File: config.mk
export PLATFORM = sky130hd
export DESIGN_NAME = ecc_inject_ctrl
export DESIGN_NICKNAME = d
export VERILOG_FILES = /design/src/rtl/ecc_inj_pkg.sv /design/src/rtl/ecc_inj_regs.sv /design/src/rtl/ecc_inj_match.sv /design/src/rtl/ecc_inj_corrupt.sv /design/src/rtl/ecc_inject_ctrl.sv
export SDC_FILE = /design/constraint.sdc
export NUM_CORES = 1
export LEC_CHECK = 0
export BUFFER_PORTS_ARGS = -buffer_cell sky130_fd_sc_hd__buf_2
export CORE_ASPECT_RATIO = 0.8
export CORE_UTILIZATION = 47
export CTS_BUF_LIST = sky130_fd_sc_hd__clkbuf_8
export CTS_CLUSTER_SIZE = 40
export DETAILED_ROUTE_END_ITERATION = 16
export PLACE_DENSITY = 0.78
export SLEW_MARGIN = 10
export SYNTH_ARGS = -nofsm -noshare
export SYNTH_HDL_FRONTEND = slang
export SYNTH_SLANG_ARGS = --single-unit
File: constraint.sdc
create_clock -name clk -period 5.9 [get_ports clk]
set_input_delay 0.295 -clock clk [delete_from_list [all_inputs] [get_ports clk]]
set_output_delay 0.295 -clock clk [all_outputs]
set_load 0.1 [all_outputs]
File: src/rtl/ecc_inj_pkg.sv
package ecc_inj_pkg;

   localparam int NUM_FIELDS = 6;
   localparam int REG_AW     = 4;

   // register port addresses
   typedef enum logic [REG_AW-1:0] {
      RA_ENABLE  = 4'd0,
      RA_TYPE    = 4'd1,
      RA_SECTION = 4'd2,
      RA_MASK    = 4'd3,
      RA_F_DIMM  = 4'd4,
      RA_F_RANK  = 4'd5,
      RA_F_CHAN  = 4'd6,
      RA_F_BANK  = 4'd7,
      RA_F_PAGE  = 4'd8,
      RA_F_COL   = 4'd9,
      RA_COUNT   = 4'd10
   } reg_addr_e;

   // bit positions inside the type register
   localparam int TYPE_REPEAT = 0;
   localparam int TYPE_ECC    = 1;
   localparam int TYPE_PARITY = 2;

   function automatic int max2(input int a, input int b);
      return (a > b) ? a : b;
   endfunction

endpackage

File: src/rtl/ecc_inj_regs.sv
module ecc_inj_regs
   import ecc_inj_pkg::*;
#(
   parameter int REG_DW = 64,
   parameter int HALF_W = 36,
   parameter int CNT_W  = 8,
   parameter int MAXW   = 16,
   parameter int FW [NUM_FIELDS] = '{2, 2, 2, 3, 16, 10}
) (
   input  logic                              clk,
   input  logic                              rst_n,
   input  logic                              reg_we,
   input  logic [REG_AW-1:0]                 reg_addr,
   input  logic [REG_DW-1:0]                 reg_wdata,
   output logic [REG_DW-1:0]                 reg_rdata,
   input  logic                              hit,
   output logic                              armed,
   output logic                              repeat_en,
   output logic                              ecc_en,
   output logic                              par_en,
   output logic [1:0]                        section,
   output logic [HALF_W-1:0]                 mask,
   output logic [NUM_FIELDS-1:0][MAXW-1:0]   flt_val,
   output logic [NUM_FIELDS-1:0]             flt_any,
   output logic [CNT_W-1:0]                  count
);

   localparam logic [CNT_W-1:0] CNT_MAX = {CNT_W{1'b1}};

   logic [2:0]                       type_q;
   logic [NUM_FIELDS-1:0][MAXW-1:0]  fld_mask;
   logic                             wr_enable;

   // per-field value masks
   for (genvar g = 0; g < NUM_FIELDS; g++) begin : g_fmask
      assign fld_mask[g] = MAXW'((64'd1 << FW[g]) - 64'd1);
   end

   assign wr_enable = reg_we && (reg_addr == RA_ENABLE);

   always_ff @(posedge clk or negedge rst_n) begin
      if (!rst_n) begin
         armed   <= 1'b0;
         type_q  <= '0;
         section <= '0;
         mask    <= '0;
         flt_val <= '0;
         flt_any <= '1;
         count   <= '0;
      end else begin
         // injection side effects first; software writes below win
         if (hit && !type_q[TYPE_REPEAT]) armed <= 1'b0;
         if (hit && count != CNT_MAX)     count <= count + 1'b1;
         if (wr_enable) begin
            armed <= |reg_wdata;
            if (|reg_wdata) count <= '0;
         end
         if (reg_we) begin
            case (reg_addr)
               RA_TYPE:    type_q  <= reg_wdata[2:0];
               RA_SECTION: section <= reg_wdata[1:0];
               RA_MASK:    mask    <= reg_wdata[HALF_W-1:0];
               default: begin
                  for (int i = 0; i < NUM_FIELDS; i++) begin
                     if (reg_addr == REG_AW'(int'(RA_F_DIMM) + i)) begin
                        flt_val[i] <= reg_wdata[MAXW-1:0] & fld_mask[i];
                        flt_any[i] <= reg_wdata[REG_DW-1];
                     end
                  end
               end
            endcase
         end
      end
   end

   assign repeat_en = type_q[TYPE_REPEAT];
   assign ecc_en    = type_q[TYPE_ECC];
   assign par_en    = type_q[TYPE_PARITY];

   always_comb begin
      reg_rdata = '0;
      case (reg_addr)
         RA_ENABLE:  reg_rdata[0]          = armed;
         RA_TYPE:    reg_rdata[2:0]        = type_q;
         RA_SECTION: reg_rdata[1:0]        = section;
         RA_MASK:    reg_rdata[HALF_W-1:0] = mask;
         RA_COUNT:   reg_rdata[CNT_W-1:0]  = count;
         default: begin
            for (int i = 0; i < NUM_FIELDS; i++) begin
               if (reg_addr == REG_AW'(int'(RA_F_DIMM) + i)) begin
                  reg_rdata[MAXW-1:0]   = flt_val[i];
                  reg_rdata[REG_DW-1]   = flt_any[i];
               end
            end
         end
      endcase
   end

endmodule

File: src/rtl/ecc_inj_match.sv
module ecc_inj_match
   import ecc_inj_pkg::*;
#(
   parameter int MAXW = 16
) (
   input  logic [NUM_FIELDS-1:0][MAXW-1:0] addr_f,
   input  logic [NUM_FIELDS-1:0][MAXW-1:0] flt_val,
   input  logic [NUM_FIELDS-1:0]           flt_any,
   output logic                            match
);

   logic [NUM_FIELDS-1:0] fld_ok;

   for (genvar g = 0; g < NUM_FIELDS; g++) begin : g_field
      assign fld_ok[g] = flt_any[g] || (addr_f[g] == flt_val[g]);
   end

   assign match = &fld_ok;

endmodule

File: src/rtl/ecc_inj_corrupt.sv
module ecc_inj_corrupt #(
   parameter int HALF_W  = 36,
   parameter int PAR_POS = 35
) (
   input  logic [2*HALF_W-1:0] code_in,
   input  logic                hit,
   input  logic                ecc_en,
   input  logic                par_en,
   input  logic [1:0]          section,
   input  logic [HALF_W-1:0]   mask,
   output logic [2*HALF_W-1:0] code_out
);

   localparam logic [HALF_W-1:0] PAR_ONE = HALF_W'(1) << PAR_POS;

   logic [HALF_W-1:0] flip;

   assign flip = (ecc_en ? mask : '0) ^ (par_en ? PAR_ONE : '0);

   // section bit h enables half h
   for (genvar h = 0; h < 2; h++) begin : g_half
      assign code_out[h*HALF_W +: HALF_W] =
         code_in[h*HALF_W +: HALF_W] ^ ((hit && section[h]) ? flip : '0);
   end

endmodule

File: src/rtl/ecc_inject_ctrl.sv
module ecc_inject_ctrl
   import ecc_inj_pkg::*;
#(
   parameter int DIMM_W = 2,
   parameter int RANK_W = 2,
   parameter int CHAN_W = 2,
   parameter int BANK_W = 3,
   parameter int PAGE_W = 16,
   parameter int COL_W  = 10,
   parameter int HALF_W = 36,
   parameter int REG_DW = 64,
   parameter int CNT_W  = 8
) (
   input  logic                clk,
   input  logic                rst_n,
   input  logic                reg_we,
   input  logic [REG_AW-1:0]   reg_addr,
   input  logic [REG_DW-1:0]   reg_wdata,
   output logic [REG_DW-1:0]   reg_rdata,
   input  logic                in_valid,
   input  logic [DIMM_W-1:0]   in_dimm,
   input  logic [RANK_W-1:0]   in_rank,
   input  logic [CHAN_W-1:0]   in_chan,
   input  logic [BANK_W-1:0]   in_bank,
   input  logic [PAGE_W-1:0]   in_page,
   input  logic [COL_W-1:0]    in_col,
   input  logic [2*HALF_W-1:0] in_code,
   output logic                out_valid,
   output logic [2*HALF_W-1:0] out_code,
   output logic                out_injected
);

   localparam int FW [NUM_FIELDS] = '{DIMM_W, RANK_W, CHAN_W, BANK_W, PAGE_W, COL_W};
   localparam int MAXW = max2(max2(max2(DIMM_W, RANK_W), max2(CHAN_W, BANK_W)),
                              max2(PAGE_W, COL_W));
   localparam int PAR_POS = HALF_W - 1;

   // elaboration-time parameter checks
   if (REG_DW <= MAXW) begin : g_bad_field
      $error("REG_DW must exceed the widest filter field");
   end
   if (REG_DW < HALF_W) begin : g_bad_mask
      $error("REG_DW must hold the flip mask");
   end
   if (CNT_W < 1 || CNT_W > REG_DW) begin : g_bad_cnt
      $error("CNT_W out of range");
   end
   if (HALF_W < 2) begin : g_bad_half
      $error("HALF_W too small");
   end

   logic                            armed_q;
   logic                            repeat_en;
   logic                            ecc_en;
   logic                            par_en;
   logic [1:0]                      section;
   logic [HALF_W-1:0]               mask;
   logic [NUM_FIELDS-1:0][MAXW-1:0] flt_val;
   logic [NUM_FIELDS-1:0]           flt_any;
   logic [CNT_W-1:0]                count_q;
   logic [NUM_FIELDS-1:0][MAXW-1:0] addr_f;
   logic                            match;
   logic                            hit;
   logic [2*HALF_W-1:0]             code_mod;

   assign addr_f[0] = MAXW'(in_dimm);
   assign addr_f[1] = MAXW'(in_rank);
   assign addr_f[2] = MAXW'(in_chan);
   assign addr_f[3] = MAXW'(in_bank);
   assign addr_f[4] = MAXW'(in_page);
   assign addr_f[5] = MAXW'(in_col);

   ecc_inj_regs #(
      .REG_DW (REG_DW),
      .HALF_W (HALF_W),
      .CNT_W  (CNT_W),
      .MAXW   (MAXW),
      .FW     (FW)
   ) u_regs (
      .clk       (clk),
      .rst_n     (rst_n),
      .reg_we    (reg_we),
      .reg_addr  (reg_addr),
      .reg_wdata (reg_wdata),
      .reg_rdata (reg_rdata),
      .hit       (hit),
      .armed     (armed_q),
      .repeat_en (repeat_en),
      .ecc_en    (ecc_en),
      .par_en    (par_en),
      .section   (section),
      .mask      (mask),
      .flt_val   (flt_val),
      .flt_any   (flt_any),
      .count     (count_q)
   );

   ecc_inj_match #(
      .MAXW (MAXW)
   ) u_match (
      .addr_f  (addr_f),
      .flt_val (flt_val),
      .flt_any (flt_any),
      .match   (match)
   );

   assign hit = in_valid && armed_q && match;

   ecc_inj_corrupt #(
      .HALF_W  (HALF_W),
      .PAR_POS (PAR_POS)
   ) u_corrupt (
      .code_in  (in_code),
      .hit      (hit),
      .ecc_en   (ecc_en),
      .par_en   (par_en),
      .section  (section),
      .mask     (mask),
      .code_out (code_mod)
   );

   always_ff @(posedge clk or negedge rst_n) begin
      if (!rst_n) begin
         out_valid    <= 1'b0;
         out_code     <= '0;
         out_injected <= 1'b0;
      end else begin
         out_valid    <= in_valid;
         out_code     <= code_mod;
         out_injected <= hit;
      end
   end

endmodule

== Yosys cells after proc, flatten, opt, wreduce, memory -nomap -nowiden ==
Index checks and enable logic that the tools add are counted.

* Logic and storage cells: 102
* Bits in registers: 165
* Output and inout port bits: 138

* Bitwise operators: 4
* Reduce and logical (&&, ||, !) cells: 32
* Equality and inequality tests: 17
* Add/sub/neg operators: 1
* Mux-type cells: 28

{| class="wikitable"
|+ Operators by type and width
! cell !! number
|-
| 2-to-1 mux 36 bit || 4
|-
| bitwise XOR 36 bit || 3
|-
| OR reduction 64 bit || 1
|-
| 2-to-1 mux 16 bit || 2
|-
| 2-to-1 mux 8 bit || 3
|-
| 2-to-1 mux 20 bit || 1
|-
| AND reduction 3 bit || 6
|-
| == test 16 bit || 1
|-
| == test 4 x 3 -> 1 bit (second input constant) || 4
|-
| case mux 8 bit (2 select lines) || 1
|-
| case mux 5 bit (3 select lines) || 1
|-
| == test 4 bit (second input constant) || 3
|-
| == test 10 bit || 1
|-
| case mux 1 bit (5 select lines) || 2
|-
| 2-to-1 mux 1 bit || 9
|-
| adder 8 x 1 -> 8 bit (second input constant) || 1
|-
| == test 4 x 2 -> 1 bit (second input constant) || 2
|-
| != test 8 bit (second input constant) || 1
|-
| logical AND 1 bit || 7
|-
| == test 2 bit || 3
|-
| logical OR 1 bit || 6
|-
| 2-to-1 mux 2 bit || 3
|-
| AND reduction 2 bit || 3
|-
| AND reduction 6 bit || 1
|-
| other kinds (12) || 13
|}

== Depth between registers and ports, before layout ==
* Word-level depth: 8
* Depth in mapped cells: 9

== Modules after synthesis ==
A second synthesis with hierarchy kept.

* Cells, all modules: 805
* Area total of the unflattened synthesis: 9465.3 µm²

{| class="wikitable"
|+ Modules (own cells, without submodules)
! module !! seq. area each (µm²) !! area an instance (µm²) !! times used !! cells each
|-
| ecc_inj_regs || 2284.7 || 5088.6 || 1 || 435
|-
| ecc_inject_ctrl || 1851.8 || 1861.8 || 1 || 76
|-
| ecc_inj_corrupt || 0.0 || 1457.6 || 1 || 164
|-
| ecc_inj_match || 0.0 || 1057.3 || 1 || 130
|}

== Worst setup path after synthesis ==
OpenSTA, ideal clock, no wires.

* Path type: input to output
* Start point: in reg_addr[1]
* End point: out reg_rdata[1]
* Path slack: 2.324 ns
* Cell stages on the path: 5
* Path buffers: 2
* Data arrival time: 3.281 ns
* Cell sequence: clkbuf_1 -> clkbuf_1 -> nand2b_1 -> a21o_1 -> o21ai_0

* Longest elaborated chain between the ends: 8

{| class="wikitable"
|+ RTL lines
! element !! line !! RTL
|-
| start, declared || ecc_inject_ctrl.sv:17 || <nowiki>input logic [REG_AW-1:0] reg_addr,</nowiki>
|-
| == test 4 x 3 -> 1 bit || ecc_inj_regs.sv:90 || <nowiki>if (reg_addr == REG_AW'(int'(RA_F_DIMM) + i)) begin</nowiki>
|-
| 2-to-1 mux 2 bit (3 in series) || ecc_inj_regs.sv:90 ||
|-
| 2-to-1 mux 3 bit || ecc_inj_regs.sv:90 ||
|-
| 2-to-1 mux 16 bit (2 in series) || ecc_inj_regs.sv:90 ||
|-
| case mux 1 bit (5 select lines) * || ecc_inj_regs.sv:82 || <nowiki>case (reg_addr)</nowiki>
|-
| end, declared || ecc_inject_ctrl.sv:19 || <nowiki>output logic [REG_DW-1:0] reg_rdata,</nowiki>
|}

Mark *: on every way between the ends. The rest lies on a longest branch, timed or not.

== Worst setup path in the final report ==
* Start point: reg u_regs.flt_val[64] (netlist bit)
* End point: reg out_code[42]

* Longest elaborated chain between the ends: 7

{| class="wikitable"
|+ RTL lines
! element !! line !! RTL
|-
| start, declared || ecc_inj_regs.sv:23 || <nowiki>output logic [NUM_FIELDS-1:0][MAXW-1:0] flt_val,</nowiki>
|-
| start signal, assigned by index || ecc_inj_regs.sv:66 || <nowiki>flt_val[i] <= reg_wdata[MAXW-1:0] & fld_mask[i];</nowiki>
|-
| == test 16 bit || ecc_inj_match.sv:15 || <nowiki>assign fld_ok[g] = flt_any[g] || (addr_f[g] == flt_val[g]);</nowiki>
|-
| logical OR 1 bit || ecc_inj_match.sv:15 ||
|-
| AND reduction 6 bit || ecc_inj_match.sv:18 || <nowiki>assign match = &fld_ok;</nowiki>
|-
| logical AND 1 bit || ecc_inject_ctrl.sv:107 || <nowiki>assign hit = in_valid && armed_q && match;</nowiki>
|-
| logical AND 1 bit || ecc_inj_corrupt.sv:23 || <nowiki>code_in[h*HALF_W +: HALF_W] ^ ((hit && section[h]) ? flip : '0);</nowiki>
|-
| 2-to-1 mux 36 bit || ecc_inj_corrupt.sv:23 ||
|-
| bitwise XOR 36 bit || ecc_inj_corrupt.sv:23 ||
|-
| net code_mod[42] || ecc_inject_ctrl.sv:64 || <nowiki>logic [2*HALF_W-1:0] code_mod;</nowiki>
|-
| end signal, assigned || ecc_inject_ctrl.sv:129 || <nowiki>out_code <= code_mod;</nowiki>
|-
| end, declared || ecc_inject_ctrl.sv:29 || <nowiki>output logic [2*HALF_W-1:0] out_code,</nowiki>
|}

The timed path passes the listed nets, and every way through them passes these cells.
A chain may end at the register's enable or synchronous reset.

==> metrics <==
status finished, final reports clean; Chip Width 147 um; max-slew violation count 0; Yosys top cell by area dfrtp_1; maximum fanout along the worst path 64; root buffer cell clkbuf_8; Final setup viols 0; syn_area_per_cell 11.8 sq um; post-cts hold buffer count 33; final core utilization 0.623; register share of total power 0.452; Worst Skew 18.8 ps; htree depth 4; largest net degree at the start of global routing 94; clock latency on the worst-skew pair 460 ps; clock tree from TritonCTS yes; Final Hold Viols 0; post-cts sizing count 0; max cap viols 0; fmax 330 MHz; area grow syn2layout 29.8%; CTS clk-pin slew, worst paths 90 ps; Switch Pwr 1.20 mW; height of the die 118 um; startpoint types flop; Pwr per Cell Area 311 mW/mm^2; first-pass GRT wire length 34900 um; Required @ worst endpoint 6250 ps; dpl hpwl 16500 um; Rows 42; Gate Count Post-Synth 674; Static Leakage 4.79 nW; Overall Global Routing Usage 0.266; area share of the largest cell type after synthesis 0.501; sequential area share after synthesis 0.521; HP Class in2reg; Setup CP Type reg2reg; fillcell total 1367; Clk pwr share 0.273; GP Congestion 0.866; FF+latch count, synth 165; Reg area 0.00414 sq mm; Post-Syn Area 0.00794 sq mm; # IOs 317; vias in the first global route 6388; fin crit period 3030 ps; total CTS buffers 17; synth top area cells dfrtp_1 50%, mux2_2 12%, xnor2_1 9.3%; Sw Ratio 0.375; IO Port Bufs 289; Internal 2.00 mW; Die Footprint 0.0174 sq mm; Setup Fix Bufs, Post-CTS 0; Clock Path Buffers 2; GRT overflow 0; library cells used by synthesis 47; Syn. warnings 0; Initial Util 0.480; footprint of the multi-input gates 0.00352 sq mm; count leader, synth dfrtp_1; Comb pwr share 0.275; Synth top cells by count 159 x dfrtp_1, 84 x xnor2_1, 82 x mux2_2; Pwr Total 3.21 mW; Min Hold Slack 17.5 ps; share of cells above drive strength 1 0.425; Via-to-Cell Ratio 5.35; CP Capture Type flop; total negative slack 0 ps; clock sinks 165; Final nets 1172; Worst-Margin Slew 955 ps; Final period util 0.513; DR iter-0 viols 392; routed len/inst 18.8 um; CP Data Arrival Time 3380 ps; EDFF count, synth 0; n_diodes 0; Remaining DRCs 0; Worst IR Drop VDD 0.000273 V; post-synthesis async set-or-reset flop share 1.00; RSZ-0062 raised after global routing false; Total Wirelength 23100 um; initial antenna violation count 1; via count 6553; Worst slew margin 0.361; core region area 0.0166 sq mm; Routed Antenna Nets 0; DRT Pass-1 Iters 5; Main synth FF type dfrtp_1
kinds of logic after synthesis:
| kind of cell | Yosys count | synth area share |
|---|---|---|
| multiplexers | 89 | 0.130 |
| AO/OA/AOI/OAI | 58 | 0.0514 |
| flip-flops | 165 | 0.521 |
| AND/OR/NAND/NOR | 181 | 0.128 |
| buffers and inverters | 71 | 0.0488 |
| XOR/XNOR | 108 | 0.119 |
| other | 1 | 0.000472 |
| adder cells (fa/ha/maj) | 1 | 0.00158 |
cells in the final DEF, fill, tap and decap left out, types with 3 or more instances in the layout:
cell type / synthesis / final
a21oi_1: 10 / 10
a222oi_1: 4 / 4
a22o_1: 6 / 6
a22oi_1: 13 / 13
and2_1: 22 / 22
buf_2: 10 / 288
buf_4: 27 / 7
clkbuf_8: 0 / 21
clkinv_4: 0 / 3
conb_1: 1 / 27
dfrtp_1: 159 / 159
dfstp_2: 6 / 6
dlygate4sd3_1: 0 / 42
inv_1: 5 / 5
inv_6: 0 / 5
mux2_2: 82 / 82
mux2i_1: 3 / 3
mux4_2: 3 / 3
nand2_1: 19 / 18
nand2b_1: 5 / 5
nand3_1: 44 / 44
nand4_1: 40 / 40
nor2_1: 12 / 12
nor2b_1: 4 / 4
nor4_1: 22 / 22
o21ai_0: 10 / 10
o31ai_1: 3 / 3
or4_1: 3 / 3
xnor2_1: 84 / 84
xor2_1: 24 / 24
power by group through the flow:
stage          logic, mW  registers (mW)  clock network, mW
3_3_place_gp       0.847            1.46                  0
4_1_cts            0.879            1.45              0.892
3_5_place_dp       0.859            1.47                  0
2_1_floorplan      0.476            1.60                  0
6_report           0.882            1.45              0.874
5_1_grt            0.928            1.47              0.933
sequential cells by signal, summed over array words and instances (netlist names):
register        cells
u_regs.section      2
u_regs.mask        36
u_regs.count        8
u_regs.flt_any      6
u_regs.armed        1
out_valid           1
u_regs.type_q       3
out_injected        1
u_regs.flt_val     35
out_code           72
final cells by class:
class                   instances  area share
flip-flops and latches        165       0.401
clock inverters                11      0.0131
clock buffers                  21      0.0280
multi-input cells             464       0.342
repair buffers                338       0.187
well taps                     220      0.0267
inverters                       6     0.00219
critical path, cell delays in order, from the launching register on:
cell and delay (ps):
dfrtp_1 430, xor2_1 180, nor4_1 400, a41o_1 240, nand4_2 260, inv_2 340, buf_4 560, nand3_1 290
xnor2_1 190
stage by stage:
stage / setup slack, ps / cell area (sq um) / instances
2_1_floorplan: 2320 / 8040 / 700
3_3_place_gp: 2910 / 9460 / 1151
3_5_place_dp: 2850 / 9460 / 1151
4_1_cts: 2840 / 10200 / 1216
5_1_grt: 2650 / 10300 / 1225
6_report: 2870 / 10300 / 1225
path summary, 6_finish.rpt:
| path | start | to | slack [ps] | cells after the start |
|---|---|---|---|---|
| min reg2reg | u_regs.mask[35] | u_regs.mask[35] | 540 | 1 |
| max | u_regs.flt_val[64] | out_code[42] | 2870 | 8 |
| min in group asynchronous | rst_n | u_regs.flt_val[17] | 460 | 2 |
| min | in_code[67] | out_code[67] | 20 | 2 |
| max in group asynchronous | rst_n | out_code[54] | 3960 | 3 |
| max reg2reg | u_regs.flt_val[64] | out_code[42] | 2870 | 8 |
layer usage:
metal / up-vias / share of wire / GRT usage
li1: 2985 / - / -
met1: 3202 / 0.41 / 0.345
met2: 329 / 0.49 / 0.443
met3: 37 / 0.083 / 0.0625
met4: 0 / 0.018 / 0.0767
met5: - / 0 / 0
Power figures use the tool's default switching activity.
